**config.mk**
```make
export PLATFORM = sky130hd
export DESIGN_NAME = q15_pair_add_unit
export DESIGN_NICKNAME = d
export VERILOG_FILES = /design/src/rtl/q15_add_pkg.sv /design/src/rtl/q15_add_decode.sv /design/src/rtl/q15_sat_lane.sv /design/src/rtl/q15_dsp_ctrl_reg.sv /design/src/rtl/q15_pair_add_unit.sv
export SDC_FILE = /design/constraint.sdc
export NUM_CORES = 1
export LEC_CHECK = 0
export ABC_AREA = 1
export BUFFER_PORTS_ARGS = -buffer_cell sky130_fd_sc_hd__buf_2
export CORE_MARGIN = 1
export CORE_UTILIZATION = 45
export DETAILED_ROUTE_END_ITERATION = 8
export PLACE_DENSITY = 0.77
export SETUP_SLACK_MARGIN = 0.1
export SYNTH_ARGS = -nofsm -noshare
export SYNTH_HDL_FRONTEND = slang
export SYNTH_SLANG_ARGS = --single-unit
```
**constraint.sdc**
```tcl
create_clock -name clk_i -period 1 [get_ports clk_i]
set_clock_uncertainty 0.1 [all_clocks]
set_input_delay 0.05 -clock clk_i [delete_from_list [all_inputs] [get_ports clk_i]]
set_output_delay 0.05 -clock clk_i [all_outputs]
set_load 0.1 [all_outputs]
```
**src/rtl/q15_add_pkg.sv**
```systemverilog
package q15_add_pkg;
  localparam int unsigned INSTR_W   = 32;
  localparam int unsigned LANE_W    = 16;
  localparam int unsigned LANES     = 2;
  localparam int unsigned DATA_W    = LANE_W * LANES;
  localparam int unsigned REG_IDX_W = 5;
  localparam int unsigned CTRL_W    = 32;

  localparam logic [5:0] MAJOR_OP = 6'b001000;
  localparam logic [6:0] SUB_OP   = 7'b0000001;
  localparam logic [2:0] MINOR_OP = 3'b101;

  typedef struct packed {
    logic [5:0]           major;
    logic [REG_IDX_W-1:0] rt;
    logic [REG_IDX_W-1:0] rs;
    logic [REG_IDX_W-1:0] rd;
    logic                 sat;
    logic [6:0]           sub;
    logic [2:0]           minor;
  } instr_fields_t;

  typedef enum logic [1:0] {
    OUT_NONE,
    OUT_WRITE,
    OUT_RSVD,
    OUT_DISABLED
  } outcome_e;
endpackage

```
**src/rtl/q15_add_decode.sv**
```systemverilog
module q15_add_decode
  import q15_add_pkg::*;
(
  input  logic [INSTR_W-1:0] instr_i,
  output instr_fields_t      fields_o,
  output logic               match_o
);
  always_comb begin
    fields_o = instr_fields_t'(instr_i);
    match_o  = (fields_o.major == MAJOR_OP) &&
               (fields_o.sub   == SUB_OP)   &&
               (fields_o.minor == MINOR_OP);
  end
endmodule

```
**src/rtl/q15_sat_lane.sv**
```systemverilog
module q15_sat_lane #(
  parameter int unsigned W = 16
) (
  input  logic [W-1:0] a_i,
  input  logic [W-1:0] b_i,
  input  logic         sat_i,
  output logic [W-1:0] res_o,
  output logic         ovf_o
);
  localparam logic [W-1:0] POS_MAX = {1'b0, {(W-1){1'b1}}};
  localparam logic [W-1:0] NEG_MIN = {1'b1, {(W-1){1'b0}}};

  logic [W:0] sum;

  always_comb begin
    sum   = {a_i[W-1], a_i} + {b_i[W-1], b_i};
    ovf_o = sum[W] ^ sum[W-1];
    if (ovf_o && sat_i) res_o = sum[W] ? NEG_MIN : POS_MAX;
    else                res_o = sum[W-1:0];
  end
endmodule

```
**src/rtl/q15_dsp_ctrl_reg.sv**
```systemverilog
module q15_dsp_ctrl_reg #(
  parameter int unsigned          CTRL_W  = 32,
  parameter int unsigned          OVF_BIT = 20,
  parameter logic [CTRL_W-1:0]    RST_VAL = '0
) (
  input  logic              clk_i,
  input  logic              rst_ni,
  input  logic              wr_i,
  input  logic [CTRL_W-1:0] wdata_i,
  input  logic              ovf_set_i,
  output logic [CTRL_W-1:0] ctrl_o
);
  always_ff @(posedge clk_i or negedge rst_ni) begin
    if (!rst_ni)        ctrl_o <= RST_VAL;
    else if (wr_i)      ctrl_o <= wdata_i;     // software write wins
    else if (ovf_set_i) ctrl_o[OVF_BIT] <= 1'b1;
  end
endmodule

```
**src/rtl/q15_pair_add_unit.sv**
```systemverilog
module q15_pair_add_unit
  import q15_add_pkg::*;
#(
  parameter int unsigned       OVF_BIT  = 20,
  parameter logic [CTRL_W-1:0] CTRL_RST = '0
) (
  input  logic                 clk_i,
  input  logic                 rst_ni,
  input  logic                 valid_i,
  input  logic [INSTR_W-1:0]   instr_i,
  input  logic                 dsp_enable_i,
  input  logic [DATA_W-1:0]    rs_data_i,
  input  logic [DATA_W-1:0]    rt_data_i,
  input  logic                 ctrl_wr_i,
  input  logic [CTRL_W-1:0]    ctrl_wdata_i,
  output logic [REG_IDX_W-1:0] rs_idx_o,
  output logic [REG_IDX_W-1:0] rt_idx_o,
  output logic                 rd_wen_o,
  output logic [REG_IDX_W-1:0] rd_idx_o,
  output logic [DATA_W-1:0]    rd_data_o,
  output logic                 rsvd_instr_o,
  output logic                 dsp_disabled_o,
  output logic [CTRL_W-1:0]    dsp_ctrl_o
);
  instr_fields_t     fields;
  logic              match;
  logic [DATA_W-1:0] sum_d;
  logic [LANES-1:0]  lane_ovf;
  outcome_e          outcome;
  logic              ovf_set;

  q15_add_decode u_dec (
    .instr_i  (instr_i),
    .fields_o (fields),
    .match_o  (match)
  );

  assign rs_idx_o = fields.rs;
  assign rt_idx_o = fields.rt;

  for (genvar g = 0; g < LANES; g++) begin : g_lane
    q15_sat_lane #(.W(LANE_W)) u_lane (
      .a_i   (rs_data_i[g*LANE_W +: LANE_W]),
      .b_i   (rt_data_i[g*LANE_W +: LANE_W]),
      .sat_i (fields.sat),
      .res_o (sum_d[g*LANE_W +: LANE_W]),
      .ovf_o (lane_ovf[g])
    );
  end

  always_comb begin
    if (!valid_i)           outcome = OUT_NONE;
    else if (!match)        outcome = OUT_RSVD;
    else if (!dsp_enable_i) outcome = OUT_DISABLED;
    else                    outcome = OUT_WRITE;
  end

  assign ovf_set = (outcome == OUT_WRITE) && (|lane_ovf);

  always_ff @(posedge clk_i or negedge rst_ni) begin
    if (!rst_ni) begin
      rd_wen_o       <= 1'b0;
      rsvd_instr_o   <= 1'b0;
      dsp_disabled_o <= 1'b0;
    end else begin
      rd_wen_o       <= (outcome == OUT_WRITE);
      rsvd_instr_o   <= (outcome == OUT_RSVD);
      dsp_disabled_o <= (outcome == OUT_DISABLED);
    end
  end

  always_ff @(posedge clk_i or negedge rst_ni) begin
    if (!rst_ni) begin
      rd_idx_o  <= '0;
      rd_data_o <= '0;
    end else if (outcome == OUT_WRITE) begin
      rd_idx_o  <= fields.rd;
      rd_data_o <= sum_d;
    end
  end

  q15_dsp_ctrl_reg #(
    .CTRL_W  (CTRL_W),
    .OVF_BIT (OVF_BIT),
    .RST_VAL (CTRL_RST)
  ) u_ctrl (
    .clk_i     (clk_i),
    .rst_ni    (rst_ni),
    .wr_i      (ctrl_wr_i),
    .wdata_i   (ctrl_wdata_i),
    .ovf_set_i (ovf_set),
    .ctrl_o    (dsp_ctrl_o)
  );
endmodule

```
# After elaboration in Yosys (flattened, before gate mapping)
# Cells that the tools add are included.
[totals]
regBits = 72
input_bits = 133
output_inout_bits = 82
wordCells = 33
[op_classes]
add_sub_neg = 2
eq_ne = 6
muxes = 9
n_bitwise = 2
n_reduce_logical = 7
[ops]
columns = ["cell", "n"]
rows = [
  ["2-to-1 mux 16 bit", 4],
  ["adder 16 x 16 -> 17 bit", 2],
  ["equality test 7 x 1 -> 1 bit (second input constant)", 1],
  ["equality test 6 x 4 -> 1 bit (second input constant)", 1],
  ["2-to-1 mux 2 bit", 3],
  ["logical AND 1 bit", 5],
  ["equality test 2 bit (second input constant)", 2],
  ["equality test 3 bit (second input constant)", 1],
  ["equality test 2 x 1 -> 1 bit (second input constant)", 1],
  ["2-to-1 mux 1 bit", 2],
  ["nonzero test 2 bit", 1],
  ["OR reduction 2 bit", 1],
  ["XOR 1 bit", 2],
]

# Depth between registers and ports, before layout
[depth]
word_depth = 9
ltp_mapped = 17
ltp_nobuf = 17

# Modules after synthesis
# Synthesis repeated with hierarchy kept, for this count alone.
[hier_totals]
hier_cells = 764
area_unflattened_um2 = 5601.6
[modules_own_cells]
columns = ["module", "n_inst", "cells_each", "area_each_um2", "seq_area_each_um2"]
rows = [
  ["q15_pair_add_unit", 1, 175, 1629.1, 1001.0],
  ["q15_dsp_ctrl_reg", 1, 140, 1316.3, 800.8],
  ["q15_sat_lane at g_lane[0].u_lane", 1, 193, 1164.9, 0.0],
  ["q15_sat_lane at g_lane[1].u_lane", 1, 197, 1149.9, 0.0],
  ["q15_add_decode", 1, 59, 341.6, 0.0],
]

# Worst setup path before layout
# Ideal clock, no wire load.
[synth_timing]
kind = "input -> register"
start = "in rs_data_i[16]"
end = "reg rd_data_o[18]"
setup_time_ns = 0.074
arrival_ns = 1.708
required_ns = 0.826
path_slack_ns = -0.882
path_stages = 15
path_buffers = 1
path_cell_list = "ha_1 -> inv_1 -> fa_1 -> o21ai_0 -> nand3_1 -> nand2_2 -> nand2_1 -> nand2_1 -> nand2_1 -> nand2_1 -> nand2_1 -> nand3_2 -> buf_6 -> nand2_1 -> a21oi_2"
[synth_between]
elab_chain_len = 4
elab_cells_between_ends = 5
cone_classes = "add/sub (1); mux (2); bitwise (1); reduce/logical (1)"
[synth_lines]
columns = ["element", "line_no", "text"]
rows = [
  ["start: declaration", "q15_pair_add_unit.sv:12", "input logic [DATA_W-1:0] rs_data_i,"],
  ["adder 16 x 16 -> 17 bit (*)", "q15_sat_lane.sv:16", "sum = {a_i[W-1], a_i} + {b_i[W-1], b_i};"],
  ["XOR 1 bit", "q15_sat_lane.sv:17", "ovf_o = sum[W] ^ sum[W-1];"],
  ["logical AND 1 bit", "q15_sat_lane.sv:18", "if (ovf_o && sat_i) res_o = sum[W] ? NEG_MIN : POS_MAX;"],
  ["2-to-1 mux 16 bit (*)", "q15_sat_lane.sv:18", ""],
  ["end signal: assignment", "q15_pair_add_unit.sv:78", "rd_data_o <= sum_d;"],
  ["end: declaration", "q15_pair_add_unit.sv:20", "output logic [DATA_W-1:0] rd_data_o,"],
]
# Every way passes the cells marked *; elsewhere a longest branch is shown, timed or not.
# A chain may end at the register's enable or synchronous reset.

# Worst setup path in the final report
[layout_timing]
start = "in rs_data_i[9]"
end = "reg rd_data_o[1]"
# Same word-level chain as after synthesis.

==> flow_metrics.env <==
export IMPL_routed_wire_length_per_instance_um=23.06
export IMPL_synth_warnings=0
export IMPL_route_antenna_remaining_nets=0
export IMPL_finish_utilization_pct=94.04
export IMPL_grt_pass1_wl_um=32270
export IMPL_start_util_pct=46.85
export IMPL_dp_hpwl_um=12490
export IMPL_grt_pass1_vias=6406
export IMPL_synthesis_area_um2=4880
export IMPL_port_buffers=194
export IMPL_critPathMaxFanout=8
export IMPL_global_route_overflow_total=0
export IMPL_main_combinational_cell_family_by_area_after_synthesis="simple AND/OR/NAND/NOR gates"
export IMPL_ant_cells=0
export IMPL_chipWidth_um=106.1
export IMPL_placement_setup_worst_slack_ns=-1.190
export IMPL_timing_max_slew_rel_slack_pct=68.37
export IMPL_timing_hold_worst_start="instr_i[25]"
export IMPL_share_of_cells_above_drive_strength_1_pct=58.49
export IMPL_drt_iter0_drc=702
export IMPL_cts_hold_buf=41
export IMPL_hold_path_class="input port to primary output"
export IMPL_postSynthNetCount=826
export IMPL_first_pass_iters=5
export IMPL_netlist_top_cell_by_area="sky130_fd_sc_hd__dfrtp_1"
export IMPL_post_synth_fa_ha_maj_area_fraction_pct=9.026
export IMPL_final_design_area_no_fill_um2=9796
export IMPL_gp_routability_congestion=0.8747
export IMPL_run_status="finished with violations"
export IMPL_detail_route_wirelength_um=26640
export IMPL_layout_setup_ws_ns=-0.9313
export IMPL_cts_tree="built"
export IMPL_design_portCount=215
export IMPL_cts_htree_levels=3
export IMPL_layout_area_seq_um2=1957
export IMPL_hold_viol=0
export IMPL_multi_input_area_um2=3571
export IMPL_mostFrequentLayoutCell="sky130_fd_sc_hd__nand2_1"
export IMPL_viasPerCell=5.894
export IMPL_ys_ff_latch=72
export IMPL_placed_cell_area_um2=8147
export IMPL_coreArea_um2=10420
export IMPL_post_route_period_util_pct=193.1
export IMPL_timing_final_crit_period_ns=1.931
export IMPL_rsz0062_at_grt="yes"
export IMPL_post_synth_simple_gate_area_pct=32.62
export IMPL_ir_drop_v=0.001027
export IMPL_clock_sink_count=72
export IMPL_clk_root_buffer_cell="sky130_fd_sc_hd__clkbuf_8"
export IMPL_synth_compound_gate_area_share_pct=9.179
export IMPL_avgSynthCellArea_um2=7.405
export IMPL_cts_buffers=9
export IMPL_grt_total_usage_pct=37.16
export IMPL_clock_latency_ns=0.35
export IMPL_filler_cell_count=293
export IMPL_leakage_power_figure_nw=4.779
export IMPL_hold_path_end="rt_idx_o[4]"
export IMPL_synth_cells=659
export IMPL_layout_nets=1182
export IMPL_timing_critical_path_to_type="flip-flop"
export IMPL_timing_worst_slew_pin_value_ns=0.4695
export IMPL_register_area_share_after_synthesis_pct=36.92
export IMPL_reg2reg_setup_slack_ns=-0.14
export IMPL_max_freq_mhz=517.8
export IMPL_die_area_um2=11260
export IMPL_post_route_drc_count=0
export IMPL_violated_checks="negative setup slack"
export IMPL_muxShareOfSynthArea_pct=0
export IMPL_criticalPathCategory="input port to flip-flop"
export IMPL_synthDominantCellAreaShare_pct=36.92
export IMPL_r2r_end="rd_data_o[31]"
export IMPL_synth_cell_type_count=36
export IMPL_worstRegToRegCells=3
export IMPL_floorplan_rows=37
export IMPL_drv_cap=0
export IMPL_synth_xor_area_share_pct=4.308
export IMPL_design_power_total_mw=11.13
export IMPL_final_max_slew_violation_count=0
export IMPL_synth_area_top_cells="sky130_fd_sc_hd__dfrtp_1, sky130_fd_sc_hd__nand2_1, sky130_fd_sc_hd__ha_1, sky130_fd_sc_hd__nor2_1, sky130_fd_sc_hd__inv_1"
export IMPL_worstHoldPathCells=0
export IMPL_clk_pin_slew_worst_paths_ns=0.08
export IMPL_worst_ep_required_ns=1.14
export IMPL_timing_critical_path_from_type="input port"
export IMPL_vias=6807
export IMPL_maximum_number_of_pins_on_one_net_before_global_route_repair=73
export IMPL_chipHeight_um=106.1
export IMPL_cts_path_max_buffers=2
export IMPL_hold_worst_slack_ns=0.00003857
export IMPL_crit_arrival_ns=2.07
export IMPL_pwr_density_cell_nw_per_um2=1136
export IMPL_syn2layout_area_growth_pct=100.7
export IMPL_worstReg2RegStart="rd_data_o[31]"
export IMPL_commonest_cells_after_routing_fill_and_taps_aside="sky130_fd_sc_hd__nand2_1, sky130_fd_sc_hd__buf_4, sky130_fd_sc_hd__buf_2, sky130_fd_sc_hd__buf_12, sky130_fd_sc_hd__nand2_2"
export IMPL_grt_antenna_before_repair=1
export IMPL_setup_violations=112
[power by group]
group / internal [mW] / leakage, nW / switching, mW
sequential: 3.10 / 0.860 / 0.164
combinational: 2.31 / 3.82 / 3.16
clock: 1.20 / 0.0989 / 1.20
total: 6.60 / 4.78 / 4.53
[layout make-up]
| cell class | count | area share, % |
|---|---|---|
| Clock buffer | 11 | 1.443 |
| Sequential cell | 72 | 19.98 |
| Timing Repair Buffer | 369 | 37.67 |
| Inverter | 57 | 2.261 |
| Multi-Input combinational cell | 506 | 36.45 |
| Tap cell | 136 | 1.737 |
| Clock inverter | 4 | 0.4598 |
[synth_stat cells (all sizes together)]
cell    count
and2        3
nor2       63
o21ai       3
nor4        2
inv        57
and3        2
o211ai      1
nand3      20
buf        18
nand4       3
nand2     273
dfrtp      72
xnor2      11
clkbuf      7
a21oi      54
o21bai      4
a211oi      2
or2         5
fa          2
a31oi       5
xor2       13
ha         32
nor3        5
nand3b      2
[cell families (layout without fill, tap and decap cells)]
group | count (synthesis) | in the layout
fa+ha+maj | 34 | 34
simple gates | 378 | 379
flops | 72 | 72
xor+xnor | 24 | 24
buf+inv | 82 | 441
compound gates | 69 | 69
[critical path, cell delays in order]
cell and delay [ns]:
sky130_fd_sc_hd__buf_2 0.13, sky130_fd_sc_hd__ha_4 0.25, sky130_fd_sc_hd__nand2_1 0.08, sky130_fd_sc_hd__nand2_1 0.10
sky130_fd_sc_hd__nand2_1 0.11, sky130_fd_sc_hd__nand2_1 0.10, sky130_fd_sc_hd__a21oi_2 0.29, sky130_fd_sc_hd__nand2_2 0.12
sky130_fd_sc_hd__nand2_2 0.10, sky130_fd_sc_hd__nand2_4 0.06, sky130_fd_sc_hd__buf_6 0.13, sky130_fd_sc_hd__nand2_8 0.07
sky130_fd_sc_hd__nand3_4 0.19, sky130_fd_sc_hd__buf_6 0.19, sky130_fd_sc_hd__nand2_2 0.06, sky130_fd_sc_hd__a21oi_2 0.05
[state kept, by name, summed over array words and instances, names as in the netlist]
signal,cells
rd_wen_o,1
dsp_disabled_o,1
rsvd_instr_o,1
rd_idx_o,5
u_ctrl.ctrl_o,32
rd_data_o,32
[how the worst max path moves through the flow]
| stage | from | end | slack, ns | depth (start not counted) |
|---|---|---|---|---|
| after CTS | rt_data_i[16] | u_ctrl.ctrl_o[20] | -0.59 | 17 |
| after global placement | rs_data_i[10] | rd_data_o[14] | -1.12 | 13 |
| after detailed placement | rs_data_i[10] | rd_data_o[2] | -1.19 | 11 |
| final | rs_data_i[9] | rd_data_o[1] | -0.93 | 16 |
| after floorplan | rs_data_i[0] | rd_data_o[10] | -0.81 | 17 |
| after global routing | rs_data_i[9] | rd_data_o[14] | -0.93 | 13 |
[metrics by stage]
step	std cells	setup TNS [ns]
floorplan	659	-26.52
global placement	1066	-37.00
detailed placement	1066	-39.37
CTS	1145	-28.89
global route	1155	-42.13
finish	1155	-38.44
[metal layers]
metal	share of wire, %	GRT usage (%)	vias up
li1	-	-	2785
met2	48	68.04	604
met4	8.3	19.64	0
met5	0	0	-
met3	10	7.357	233
met1	34	40.09	3185
[repair_timing]
action	CTS	global route
gates resized for setup	88	79
setup buffers	21	17
pin swaps	60	34
setup endpoints to repair	111	117
cloned	3	0
endpoints found under the hold margin	114	1
No activity file was read; power rests on OpenSTA's default activity.
